==> config.mk <==
export PLATFORM = sky130hd
export DESIGN_NAME = pdo_offset_meter
export DESIGN_NICKNAME = d
export VERILOG_FILES = /design/src/rtl/pdo_pkg.sv /design/src/rtl/pdo_regfile.sv /design/src/rtl/pdo_cancel_bank.sv /design/src/rtl/pdo_window_acc.sv /design/src/rtl/pdo_offset_meter.sv
export SDC_FILE = /design/constraint.sdc
export NUM_CORES = 1
export LEC_CHECK = 0
export BUFFER_PORTS_ARGS = -buffer_cell sky130_fd_sc_hd__clkbuf_2
export CAP_MARGIN = 20
export CORE_ASPECT_RATIO = 1.75
export CORE_UTILIZATION = 60
export CTS_CLUSTER_SIZE = 14
export DETAILED_ROUTE_END_ITERATION = 7
export PLACE_DENSITY = 0.94
export SLEW_MARGIN = 5
export SYNTH_ARGS = -nofsm -noshare
export SYNTH_HDL_FRONTEND = slang
export SYNTH_SLANG_ARGS = --single-unit
==> constraint.sdc <==
create_clock -name clk -period 6.7 [get_ports clk]
set_input_delay 0.335 -clock clk [delete_from_list [all_inputs] [get_ports clk]]
set_output_delay 0.335 -clock clk [all_outputs]
set_load 0.02 [all_outputs]
==> src/rtl/pdo_pkg.sv <==
package pdo_pkg;

    localparam int PDO_NUM_DIODES = 6;
    localparam int PDO_SAMPLE_W   = 12;
    localparam int PDO_CODE_W     = 3;
    localparam int PDO_MIN_SHIFT  = 6;

    typedef enum logic [1:0] {
        ADDR_SELECT = 2'd0,
        ADDR_WINDOW = 2'd1,
        ADDR_CANCEL = 2'd2,
        ADDR_SPARE  = 2'd3
    } pdo_addr_e;

    // the register side's request to the measuring side
    typedef struct packed {
        logic restart;
        logic cancel_we;
    } pdo_ctrl_t;

    // shift that turns a window sum into a mean
    function automatic int win_shift(input int code, input int min_shift);
        return code + min_shift;
    endfunction

    // accumulator width needed for the longest window
    function automatic int acc_width(input int sample_w, input int code_w, input int min_shift);
        return sample_w + min_shift + (1 << code_w) - 1;
    endfunction

endpackage

==> src/rtl/pdo_regfile.sv <==
module pdo_regfile
    import pdo_pkg::*;
#(
    parameter int NUM_DIODES = PDO_NUM_DIODES,
    parameter int SAMPLE_W   = PDO_SAMPLE_W,
    parameter int CODE_W     = PDO_CODE_W,
    localparam int IDX_W     = $clog2(NUM_DIODES)
) (
    input  logic                clk,
    input  logic                rst,
    input  logic                reg_wr,
    input  logic [1:0]          reg_addr,
    input  logic [SAMPLE_W-1:0] reg_wdata,
    output logic [IDX_W-1:0]    sel_q,
    output logic [CODE_W-1:0]   code_q,
    output logic [IDX_W-1:0]    wr_idx,
    output pdo_ctrl_t           ctrl
);

    pdo_addr_e addr;
    logic      sel_ok;

    assign addr   = pdo_addr_e'(reg_addr);
    assign sel_ok = reg_wdata < SAMPLE_W'(NUM_DIODES);

    always_comb begin
        ctrl.restart   = reg_wr && ((addr == ADDR_SELECT && sel_ok) || addr == ADDR_WINDOW);
        ctrl.cancel_we = reg_wr && addr == ADDR_CANCEL;
    end

    always_ff @(posedge clk) begin
        if (rst) begin
            sel_q  <= '0;
            code_q <= '0;
            wr_idx <= '0;
        end else if (reg_wr) begin
            case (addr)
                ADDR_SELECT: begin
                    if (sel_ok) sel_q <= reg_wdata[IDX_W-1:0];
                    wr_idx <= '0;
                end
                ADDR_WINDOW: begin
                    code_q <= reg_wdata[CODE_W-1:0];
                    wr_idx <= '0;
                end
                ADDR_CANCEL: begin
                    if (wr_idx == IDX_W'(NUM_DIODES - 1)) wr_idx <= '0;
                    else                                  wr_idx <= wr_idx + 1'b1;
                end
                default: wr_idx <= '0;
            endcase
        end
    end

    a_r7_index_in_range: assert property (@(posedge clk) disable iff (rst)
        wr_idx < IDX_W'(NUM_DIODES));

    a_r8_index_cleared: assert property (@(posedge clk) disable iff (rst)
        (reg_wr && addr != ADDR_CANCEL) |=> wr_idx == '0);

    a_r5_bad_select_kept: assert property (@(posedge clk) disable iff (rst)
        (reg_wr && addr == ADDR_SELECT && !sel_ok) |=> $stable(sel_q));

endmodule

==> src/rtl/pdo_cancel_bank.sv <==
module pdo_cancel_bank
    import pdo_pkg::*;
#(
    parameter int NUM_DIODES = PDO_NUM_DIODES,
    parameter int SAMPLE_W   = PDO_SAMPLE_W,
    localparam int IDX_W     = $clog2(NUM_DIODES),
    localparam int BUS_W     = NUM_DIODES * SAMPLE_W
) (
    input  logic                clk,
    input  logic                rst,
    input  logic                we,
    input  logic [IDX_W-1:0]    idx,
    input  logic [SAMPLE_W-1:0] wdata,
    input  logic [BUS_W-1:0]    smp_bus,
    output logic [BUS_W-1:0]    corr_bus
);

    logic signed [SAMPLE_W-1:0] cancel_q [NUM_DIODES];

    for (genvar g = 0; g < NUM_DIODES; g++) begin : g_lane
        logic signed [SAMPLE_W-1:0] raw;
        logic signed [SAMPLE_W:0]   diff;

        always_ff @(posedge clk) begin
            if (rst)                                cancel_q[g] <= '0;
            else if (we && idx == IDX_W'(g))        cancel_q[g] <= wdata;
        end

        assign raw  = smp_bus[g*SAMPLE_W +: SAMPLE_W];
        assign diff = {raw[SAMPLE_W-1], raw} - {cancel_q[g][SAMPLE_W-1], cancel_q[g]};

        always_comb begin
            if (diff[SAMPLE_W] != diff[SAMPLE_W-1])
                corr_bus[g*SAMPLE_W +: SAMPLE_W] = diff[SAMPLE_W] ? {1'b1, {(SAMPLE_W-1){1'b0}}}
                                                                  : {1'b0, {(SAMPLE_W-1){1'b1}}};
            else
                corr_bus[g*SAMPLE_W +: SAMPLE_W] = diff[SAMPLE_W-1:0];
        end
    end

    a_r7_write_lands: assert property (@(posedge clk) disable iff (rst)
        we |=> cancel_q[$past(idx)] == $past(wdata));

endmodule

==> src/rtl/pdo_window_acc.sv <==
module pdo_window_acc
    import pdo_pkg::*;
#(
    parameter int NUM_DIODES = PDO_NUM_DIODES,
    parameter int SAMPLE_W   = PDO_SAMPLE_W,
    parameter int CODE_W     = PDO_CODE_W,
    parameter int MIN_SHIFT  = PDO_MIN_SHIFT,
    localparam int IDX_W     = $clog2(NUM_DIODES),
    localparam int BUS_W     = NUM_DIODES * SAMPLE_W,
    localparam int ACC_W     = acc_width(SAMPLE_W, CODE_W, MIN_SHIFT),
    localparam int CNT_W     = MIN_SHIFT + (1 << CODE_W)
) (
    input  logic                clk,
    input  logic                rst,
    input  logic                restart,
    input  logic                smp_valid,
    input  logic [IDX_W-1:0]    sel,
    input  logic [CODE_W-1:0]   code,
    input  logic [BUS_W-1:0]    corr_bus,
    output logic [SAMPLE_W-1:0] result,
    output logic                ready
);

    logic                    running;
    logic [CNT_W-1:0]        cnt;
    logic [CNT_W-1:0]        win_len;
    logic signed [ACC_W-1:0] acc;
    logic signed [ACC_W-1:0] acc_sum;
    logic signed [ACC_W-1:0] mean_full;
    logic [SAMPLE_W-1:0]     pick;
    logic                    last;
    int                      shamt;

    assign shamt     = win_shift(int'(code), MIN_SHIFT);
    assign win_len   = CNT_W'(1) << shamt;
    assign pick      = corr_bus[int'(sel)*SAMPLE_W +: SAMPLE_W];
    assign acc_sum   = acc + {{(ACC_W-SAMPLE_W){pick[SAMPLE_W-1]}}, pick};
    assign mean_full = acc_sum >>> shamt;
    assign last      = cnt == win_len - 1'b1;

    always_ff @(posedge clk) begin
        if (rst || restart) begin
            running <= 1'b1;
            cnt     <= '0;
            acc     <= '0;
            ready   <= 1'b0;
            result  <= '0;
        end else if (running && smp_valid) begin
            if (last) begin
                result  <= mean_full[SAMPLE_W-1:0];
                ready   <= 1'b1;
                running <= 1'b0;
                cnt     <= '0;
                acc     <= '0;
            end else begin
                cnt <= cnt + 1'b1;
                acc <= acc_sum;
            end
        end
    end

    a_r2_count_bound: assert property (@(posedge clk) disable iff (rst)
        cnt < win_len);

    a_r5_restart_clears: assert property (@(posedge clk) disable iff (rst)
        restart |=> (!ready && result == '0));

    a_r4_result_held: assert property (@(posedge clk) disable iff (rst)
        (ready && !restart) |=> (ready && $stable(result)));

    a_r4_idle_when_done: assert property (@(posedge clk) disable iff (rst)
        ready |-> !running);

endmodule

==> src/rtl/pdo_offset_meter.sv <==
module pdo_offset_meter
    import pdo_pkg::*;
#(
    parameter int NUM_DIODES = PDO_NUM_DIODES,
    parameter int SAMPLE_W   = PDO_SAMPLE_W,
    parameter int CODE_W     = PDO_CODE_W,
    parameter int MIN_SHIFT  = PDO_MIN_SHIFT,
    localparam int IDX_W     = $clog2(NUM_DIODES),
    localparam int BUS_W     = NUM_DIODES * SAMPLE_W
) (
    input  logic                clk,
    input  logic                rst,
    input  logic                smp_valid,
    input  logic [BUS_W-1:0]    smp_bus,
    input  logic                reg_wr,
    input  logic [1:0]          reg_addr,
    input  logic [SAMPLE_W-1:0] reg_wdata,
    output logic [BUS_W-1:0]    corr_bus,
    output logic [SAMPLE_W-1:0] offset_word,
    output logic                offset_ready
);

    logic [IDX_W-1:0]  sel_q;
    logic [IDX_W-1:0]  wr_idx;
    logic [CODE_W-1:0] code_q;
    pdo_ctrl_t         ctrl;

    pdo_regfile #(
        .NUM_DIODES(NUM_DIODES), .SAMPLE_W(SAMPLE_W), .CODE_W(CODE_W)
    ) u_regs (
        .clk(clk), .rst(rst), .reg_wr(reg_wr), .reg_addr(reg_addr),
        .reg_wdata(reg_wdata), .sel_q(sel_q), .code_q(code_q),
        .wr_idx(wr_idx), .ctrl(ctrl)
    );

    pdo_cancel_bank #(
        .NUM_DIODES(NUM_DIODES), .SAMPLE_W(SAMPLE_W)
    ) u_cancel (
        .clk(clk), .rst(rst), .we(ctrl.cancel_we), .idx(wr_idx),
        .wdata(reg_wdata), .smp_bus(smp_bus), .corr_bus(corr_bus)
    );

    pdo_window_acc #(
        .NUM_DIODES(NUM_DIODES), .SAMPLE_W(SAMPLE_W),
        .CODE_W(CODE_W), .MIN_SHIFT(MIN_SHIFT)
    ) u_win (
        .clk(clk), .rst(rst), .restart(ctrl.restart), .smp_valid(smp_valid),
        .sel(sel_q), .code(code_q), .corr_bus(corr_bus),
        .result(offset_word), .ready(offset_ready)
    );

    a_r1_reset_state: assert property (@(posedge clk)
        rst |=> (!offset_ready && offset_word == '0));

endmodule

==> impl_metrics.env, run 1 <==
export IMPL_rr_startpoint="u_cancel.cancel_q[2][12]"
export IMPL_yosysWarnings=0
export IMPL_critical_path_cell_list="ha_1 -> fa_1 -> nor2b_1 -> o21ai_1 -> a21boi_1 -> o41ai_2 -> o31a_1 -> ha_2 -> or2_2 -> mux4_2 -> o21ai_1 -> buf_4 -> inv_1 -> buf_4 -> ha_1 -> nand2_1 -> o41a_1 -> a31oi_4 -> xor2_4 -> a22o_1 -> a311o_1 -> a2111oi_4 -> o21ai_1"
export IMPL_io_buffer_count=174
export IMPL_cp_end_kind="flop"
export IMPL_clkTransAtPathRegs_ns=0.07
export IMPL_critPathMostFrequentCell="o21ai_1"
export IMPL_worst_path_largest_cell_delay_ns=0.54
export IMPL_worst_r2r_setup_slack_ns=-0.01
export IMPL_asyncSetResetFlopFracSynth_pct=0
export IMPL_grt_first_pass_wirelength_mm=79.1
export IMPL_core_region_area_mm2=0.0215
export IMPL_final_setup_skew_ns=0.0124
export IMPL_worstSetupEndpoint="u_win.result[9]"
export IMPL_drive_gt1_share_pct=26.7
export IMPL_postSynthNetCount=1828
export IMPL_dieArea_mm2=0.0226
export IMPL_grtUsageTotal_pct=47.2
export IMPL_most_instantiated_flip_flop_cell_in_the_synthesis_netlist="edfxtp_1"
export IMPL_tritoncts_num_buffers=17
export IMPL_worstReg2RegEnd="u_win.result[9]"
export IMPL_finish_utilization_pct=76.8
export IMPL_grt_pass1_vias=14500
export IMPL_route_antenna_remaining_nets=0
export IMPL_p_total_mw=5.31
export IMPL_setup_ws_ns=-0.0122
export IMPL_die_height_um=198
export IMPL_clk_root_buffer_cell="clkbuf_16"
export IMPL_cp_start_kind="flop"
export IMPL_mean_syn_cell_area_um2=8.14
export IMPL_antenna_found_initial=6
export IMPL_synth_seq_cells=134
export IMPL_final_cell_mix="clkbuf_2 (174), buf_4 (162), nor2_1 (121), nand2_1 (121), inv_1 (116)"
export IMPL_power_density_cell_area_mw_per_mm2=322
export IMPL_r2r_cells=23
export IMPL_synth_cells=1616
export IMPL_hp_class="in2reg"
export IMPL_holdBufCountCts=0
export IMPL_hpwl_after_dpl_mm=39.4
export IMPL_drt_pass1_iter_count=8
export IMPL_htree_levels=4
export IMPL_critical_path_max_fanout=11
export IMPL_synth_lib_cells_used_distinct=99
export IMPL_timing_setup_tns_ns=-0.0141
export IMPL_num_fill_cells=1425
export IMPL_drcViolationCount=8
export IMPL_wirelength_mm=54.3
export IMPL_sequential_element_share_of_the_synthesized_area_pct=25.9
export IMPL_finalInstanceArea_mm2=0.0165
export IMPL_timing_final_setup_violations=2
export IMPL_chipWidth_um=114
export IMPL_drtIter0Drc=1618
export IMPL_maxClockFrequency_mhz=149
export IMPL_mostFrequentLayoutCell="clkbuf_2"
export IMPL_finalHoldViolations=0
export IMPL_critical_path_startpoint="u_cancel.cancel_q[2][12]"
export IMPL_critPathArrivalTime_ns=7.04
export IMPL_worst_pin_slew_ns=1.23
export IMPL_rsz_0062_raised_after_global_routing="yes"
export IMPL_pin_count=175
export IMPL_vdd_ir_drop_max_v=0.000197
export IMPL_layout_area_seq_mm2=0.00340
export IMPL_fin_crit_sh_pct=100
export IMPL_synthesis_area_mm2=0.0132
export IMPL_cts_buffer_depth=2
export IMPL_multi_input_area_mm2=0.00961
export IMPL_outcome="finished, violations left"
export IMPL_cts_sink_count=134
export IMPL_vias=15000
export IMPL_tritoncts="done"
export IMPL_dpl_cell_area_mm2=0.0152
export IMPL_wire_per_inst_um=24.6
export IMPL_clock_latency_on_the_worst_skew_pair_ns=0.46
export IMPL_nets=2106
export IMPL_grt_remaining_overflow=0
export IMPL_slew_limit_headroom_pct=17.7
export IMPL_area_growth_pct=25.4
export IMPL_grt_max_degree=60
export IMPL_critical_path_class="reg2reg"
export IMPL_cp_data_required_time_ns=7.03
export IMPL_final_max_slew_violation_count=0
export IMPL_violations="DRC, setup timing"
export IMPL_vias_per_cell=6.82
export IMPL_number_of_flops_mapped_to_enable_cells_by_yosys=72
export IMPL_drv_max_cap_violation_count=0
export IMPL_rows=71
export IMPL_initial_core_util_pct=61.2
export IMPL_gp_congestion=1.10
export IMPL_critPathSlowestCell="o41a_1"
export IMPL_static_leakage_power_nw=7.28
export IMPL_layout_min_cycle_time_ns=6.71
[where the power goes]
group | switching, mW | leakage, nW | internal (mW)
registers | 0.0525 | 1.25 | 0.920
clock network | 0.393 | 0.260 | 0.506
logic | 2.02 | 5.77 | 1.41
total | 2.47 | 7.28 | 2.84
[metal layers]
| layer | vias to the layer above | GRT usage [%] | part of all wire [%] |
|---|---|---|---|
| li1 | 6406 | - | - |
| met3 | 561 | 15.3 | 11 |
| met1 | 6809 | 42.8 | 29 |
| met5 | - | 0 | 0 |
| met4 | 0 | 50.6 | 14 |
| met2 | 1255 | 78.7 | 46 |
[per-stage QoR]
stage / cells / hold slack (ns) / setup slack [ns]
floorplan: 1616 / 0.436 / 0.451
global placement: 2151 / 0.439 / -0.188
detailed placement: 2151 / 0.444 / -0.360
CTS: 2183 / 0.322 / -0.0464
global route: 2200 / 0.362 / -0.286
finish: 2205 / 0.359 / -0.0122
[critical path: cells and delay by family, from the launching register on]
kind | cells | cell delay [ns]
xor gates and xnor gates | 1 | 0.17
DFF | 1 | 0.40
buffers and inverters | 3 | 0.37
AOI/OAI and AO/OA | 11 | 3.13
muxes | 1 | 0.48
and+or+nand+nor | 3 | 0.74
adders and majority gates | 4 | 1.26
[timing repair]
item                       CTS  global route
pin swaps                    2            46
gates resized for setup     14           136
buffers inserted             0            15
setup endpoints to repair    9            17
[Yosys cell counts (all sizes together), types with 11 or more instances]
| library cell | instances | area, um^2 |
|---|---|---|
| nor4 | 11 | 75.1 |
| xor2 | 49 | 429 |
| xnor2 | 42 | 368 |
| nand4 | 17 | 106 |
| or3 | 16 | 115 |
| and2 | 88 | 551 |
| nand3 | 36 | 180 |
| and3 | 16 | 100 |
| mux2i | 28 | 284 |
| o21a | 14 | 105 |
| a31oi | 19 | 119 |
| nand2 | 121 | 454 |
| a21oi | 108 | 544 |
| o211ai | 33 | 253 |
| or2 | 17 | 106 |
| o21ai | 110 | 554 |
| mux4 | 11 | 248 |
| nand2b | 37 | 231 |
| dfxtp | 62 | 1240 |
| ha | 115 | 1440 |
| clkbuf | 52 | 198 |
| edfxtp | 72 | 2160 |
| a211oi | 16 | 145 |
| a21o | 21 | 158 |
| a22oi | 12 | 90.1 |
| nor2b | 25 | 156 |
| nor2 | 126 | 478 |
| nor3 | 40 | 210 |
| buf | 29 | 150 |
| o31ai | 17 | 133 |
| inv | 117 | 439 |
[how the worst min path moves through the flow]
stage               startpoint          endpoint  cells past startpoint
2_1_floorplan     u_win.acc[0]      u_win.acc[0]                      2
3_3_place_gp   u_win.result[2]   u_win.result[2]                      2
3_5_place_dp   u_win.result[2]   u_win.result[2]                      2
4_1_cts                 reg_wr  u_regs.wr_idx[2]                      4
5_1_grt                 reg_wr  u_regs.wr_idx[2]                      4
6_report                reg_wr  u_regs.wr_idx[2]                      4
[flip-flops by register name, summed over array words and instances (netlist names)]
| register | flops |
|---|---|
| u_regs.sel_q | 3 |
| u_win.result | 12 |
| u_cancel.cancel_q | 72 |
| u_win.running | 1 |
| u_win.cnt | 14 |
| u_regs.code_q | 3 |
| u_regs.wr_idx | 3 |
| u_win.acc | 25 |
| u_win.ready | 1 |
[final cells by class]
cell class	instances	area share [%]
Multi-Input combinational cell	1283	58.2
Sequential cell	134	20.6
Clock buffer	19	2.62
Timing Repair Buffer	340	12.9
Clock inverter	13	0.644
Tap cell	292	2.21
Inverter	118	2.68
Antenna cell	6	0.0910
[cells by family (layout without fill, tap and decap cells)]
kind of cell / after synthesis / after routing / share of synthesized area (%)
other cells: 0 / 6 / 0
mux: 46 / 46 / 4.64
buf+inv: 199 / 490 / 6.01
flops: 134 / 134 / 25.9
compound gates: 450 / 450 / 22.8
xor+xnor: 91 / 91 / 6.06
simple gates: 574 / 574 / 22.6
fa+ha+maj: 122 / 122 / 12.0
Power figures use the tool's default switching activity.
==> run 2, diff against run 1 <==
--- a/config.mk
+++ b/config.mk
@@ -7,12 +7,16 @@
 export LEC_CHECK = 0
 export BUFFER_PORTS_ARGS = -buffer_cell sky130_fd_sc_hd__clkbuf_2
 export CAP_MARGIN = 20
+export CELL_PAD_IN_SITES_DETAIL_PLACEMENT = 1
+export CELL_PAD_IN_SITES_GLOBAL_PLACEMENT = 1
 export CORE_ASPECT_RATIO = 1.75
-export CORE_UTILIZATION = 60
+export CORE_UTILIZATION = 45
 export CTS_CLUSTER_SIZE = 14
 export DETAILED_ROUTE_END_ITERATION = 7
 export PLACE_DENSITY = 0.94
+export SETUP_SLACK_MARGIN = 0.15
 export SLEW_MARGIN = 5
 export SYNTH_ARGS = -nofsm -noshare
 export SYNTH_HDL_FRONTEND = slang
 export SYNTH_SLANG_ARGS = --single-unit
+export TNS_END_PERCENT = 30
==> impl_metrics.env, run 2 (synthesis gave the netlist of run 1 again) <==
export IMPL_finalInstanceArea_mm2=0.0174
export IMPL_clk_root_buffer_cell="clkbuf_16"
export IMPL_cp_start_kind="flop"
export IMPL_drcViolationCount=0
export IMPL_whs_endpoint="u_regs.wr_idx[1]"
export IMPL_static_leakage_power_nw=7.64
export IMPL_worst_r2r_setup_slack_ns=-1.02
export IMPL_drv_max_cap_violation_count=0
export IMPL_worstHoldPathCells=2
export IMPL_grt_remaining_overflow=0
export IMPL_grt_max_degree=60
export IMPL_pin_count=175
export IMPL_grt_pass1_vias=16800
export IMPL_route_antenna_remaining_nets=0
export IMPL_worst_pin_slew_ns=1.41
export IMPL_final_cell_mix="buf_4 (225), clkbuf_2 (174), nor2_1 (120), nand2_1 (120), inv_1 (114)"
export IMPL_tritoncts_num_buffers=17
export IMPL_cts_sink_count=134
export IMPL_nets=2173
export IMPL_violations="setup timing"
export IMPL_vias=16200
export IMPL_critical_path_max_fanout=6
export IMPL_antenna_found_initial=8
export IMPL_rsz_0062_raised_after_global_routing="yes"
export IMPL_timing_final_setup_violations=27
export IMPL_tritoncts="done"
export IMPL_outcome="finished, violations left"
export IMPL_dpl_cell_area_mm2=0.0156
export IMPL_critPathSlowestCell="a22oi_1"
export IMPL_die_height_um=228
export IMPL_r2r_cells=31
export IMPL_wirelength_mm=74.1
export IMPL_dieArea_mm2=0.0300
export IMPL_vdd_ir_drop_max_v=0.000224
export IMPL_fin_crit_sh_pct=115
export IMPL_chipWidth_um=131
export IMPL_p_int_mw=3.09
export IMPL_clock_latency_on_the_worst_skew_pair_ns=0.47
export IMPL_slew_limit_headroom_pct=5.25
export IMPL_grt_first_pass_wirelength_mm=99.4
export IMPL_cts_buffer_depth=2
export IMPL_finalHoldViolations=0
export IMPL_maxClockFrequency_mhz=129
export IMPL_drt_pass1_iter_count=6
export IMPL_hpwl_after_dpl_mm=47.6
export IMPL_clkTransAtPathRegs_ns=0.08
export IMPL_final_max_slew_violation_count=0
export IMPL_switching_power_mw=2.95
export IMPL_wire_per_inst_um=31.3
export IMPL_rows=82
export IMPL_final_setup_skew_ns=0.0150
export IMPL_core_region_area_mm2=0.0287
export IMPL_hp_class="in2reg"
export IMPL_gp_congestion=1.05
export IMPL_critPathArrivalTime_ns=8.14
export IMPL_initial_core_util_pct=45.8
export IMPL_htree_levels=4
export IMPL_cp_data_required_time_ns=7.11
export IMPL_reg_largest_list="u_cancel.cancel_q (72), u_win.acc (25), u_win.cnt (14)"
export IMPL_critPathMostFrequentCell="buf_4"
export IMPL_setup_ws_ns=-1.02
export IMPL_io_buffer_count=174
export IMPL_regMostFlops="u_cancel.cancel_q"
export IMPL_seq_power_share_pct=16.2
export IMPL_clock_power_share_pct=15.8
export IMPL_hp_start="rst"
export IMPL_largest_register_ffs=72
export IMPL_worstReg2RegEnd="u_win.result[8]"
export IMPL_area_growth_pct=32.2
export IMPL_critical_path_startpoint="u_cancel.cancel_q[0][13]"
export IMPL_power_density_cell_area_mw_per_mm2=347
export IMPL_critical_path_class="reg2reg"
export IMPL_mostFrequentLayoutCell="buf_4"
export IMPL_rr_startpoint="u_cancel.cancel_q[0][13]"
export IMPL_drive_gt1_share_pct=31.4
export IMPL_layout_min_cycle_time_ns=7.72
export IMPL_power_switching_fraction_pct=48.9
export IMPL_grtUsageTotal_pct=44.5
export IMPL_holdBufCountCts=0
export IMPL_worst_path_largest_cell_delay_ns=0.60
export IMPL_vias_per_cell=6.84
export IMPL_drtIter0Drc=1674
export IMPL_p_comb_share_pct=68.0
export IMPL_cp_end_kind="flop"
export IMPL_p_total_mw=6.04
run 2: layer usage:
layer	track usage [%]	wire, um
met1	38.0	21700
met5	0	24
met4	51.2	10600
met2	76.2	34200
met3	14.4	7610
run 2: worst max path at each step:
stage / end / slack [ns] / cells after the start
2_1_floorplan: u_win.result[4] / 0.45 / 29
3_3_place_gp: u_win.result[7] / 0.08 / 30
3_5_place_dp: u_win.result[7] / -0.32 / 32
4_1_cts: u_win.result[0] / 0.16 / 29
5_1_grt: u_win.result[8] / -1.38 / 31
6_report: u_win.result[8] / -1.02 / 31
run 2: stage by stage:
| stage | hold WS [ns] | std cells | setup slack, ns | utilization [%] | setup TNS [ns] |
|---|---|---|---|---|---|
| 2_1_floorplan | 0.436 | 1616 | 0.451 | - | 0 |
| 3_3_place_gp | 0.441 | 2280 | 0.0792 | 54.3 | 0 |
| 3_5_place_dp | 0.456 | 2281 | -0.324 | 54.3 | -1.97 |
| 4_1_cts | 0.335 | 2330 | 0.164 | 58.4 | 0 |
| 5_1_grt | 0.388 | 2357 | -1.38 | 60.5 | -27.33 |
| 6_report | 0.350 | 2366 | -1.02 | 60.6 | -17.50 |
run 2: power groups by stage:
| stage | combinational, mW | sequential [mW] | clock (mW) |
|---|---|---|---|
| 2_1_floorplan | 1.70 | 0.957 | 0 |
| 3_3_place_gp | 3.06 | 0.974 | 0 |
| 3_5_place_dp | 3.15 | 0.977 | 0 |
| 4_1_cts | 3.44 | 0.963 | 0.935 |
| 5_1_grt | 4.21 | 0.980 | 0.982 |
| 6_report | 4.11 | 0.979 | 0.957 |
run 2: what timing repair did:
item | in CTS | in global routing
endpoints found under the setup margin | 18 | 30
buffers inserted | 16 | 20
cloned | 1 | 0
pin swaps | 34 | 47
gates resized for setup | 103 | 89
run 2: cell type report:
| cell class | instances | area (um^2) |
|---|---|---|
| antenna | 14 | 35.0 |
| clock buffer | 21 | 493 |
| clock inverter | 11 | 70.1 |
| fill | 3486 | 11300 |
| inverter | 118 | 443 |
| multi-input combinational | 1283 | 9820 |
| sequential | 134 | 3400 |
| tap | 378 | 473 |
| timing repair buffer | 407 | 2660 |
run 2: critical path, delay by kind of cell (launching register included):
kind            cells  cell delay (ns)
compound gates     12             3.33
buf+inv             7             1.12
fa+ha+maj           3             1.09
simple gates        6             1.04
mux                 2             0.55
flops               1             0.41
xor+xnor            1             0.11
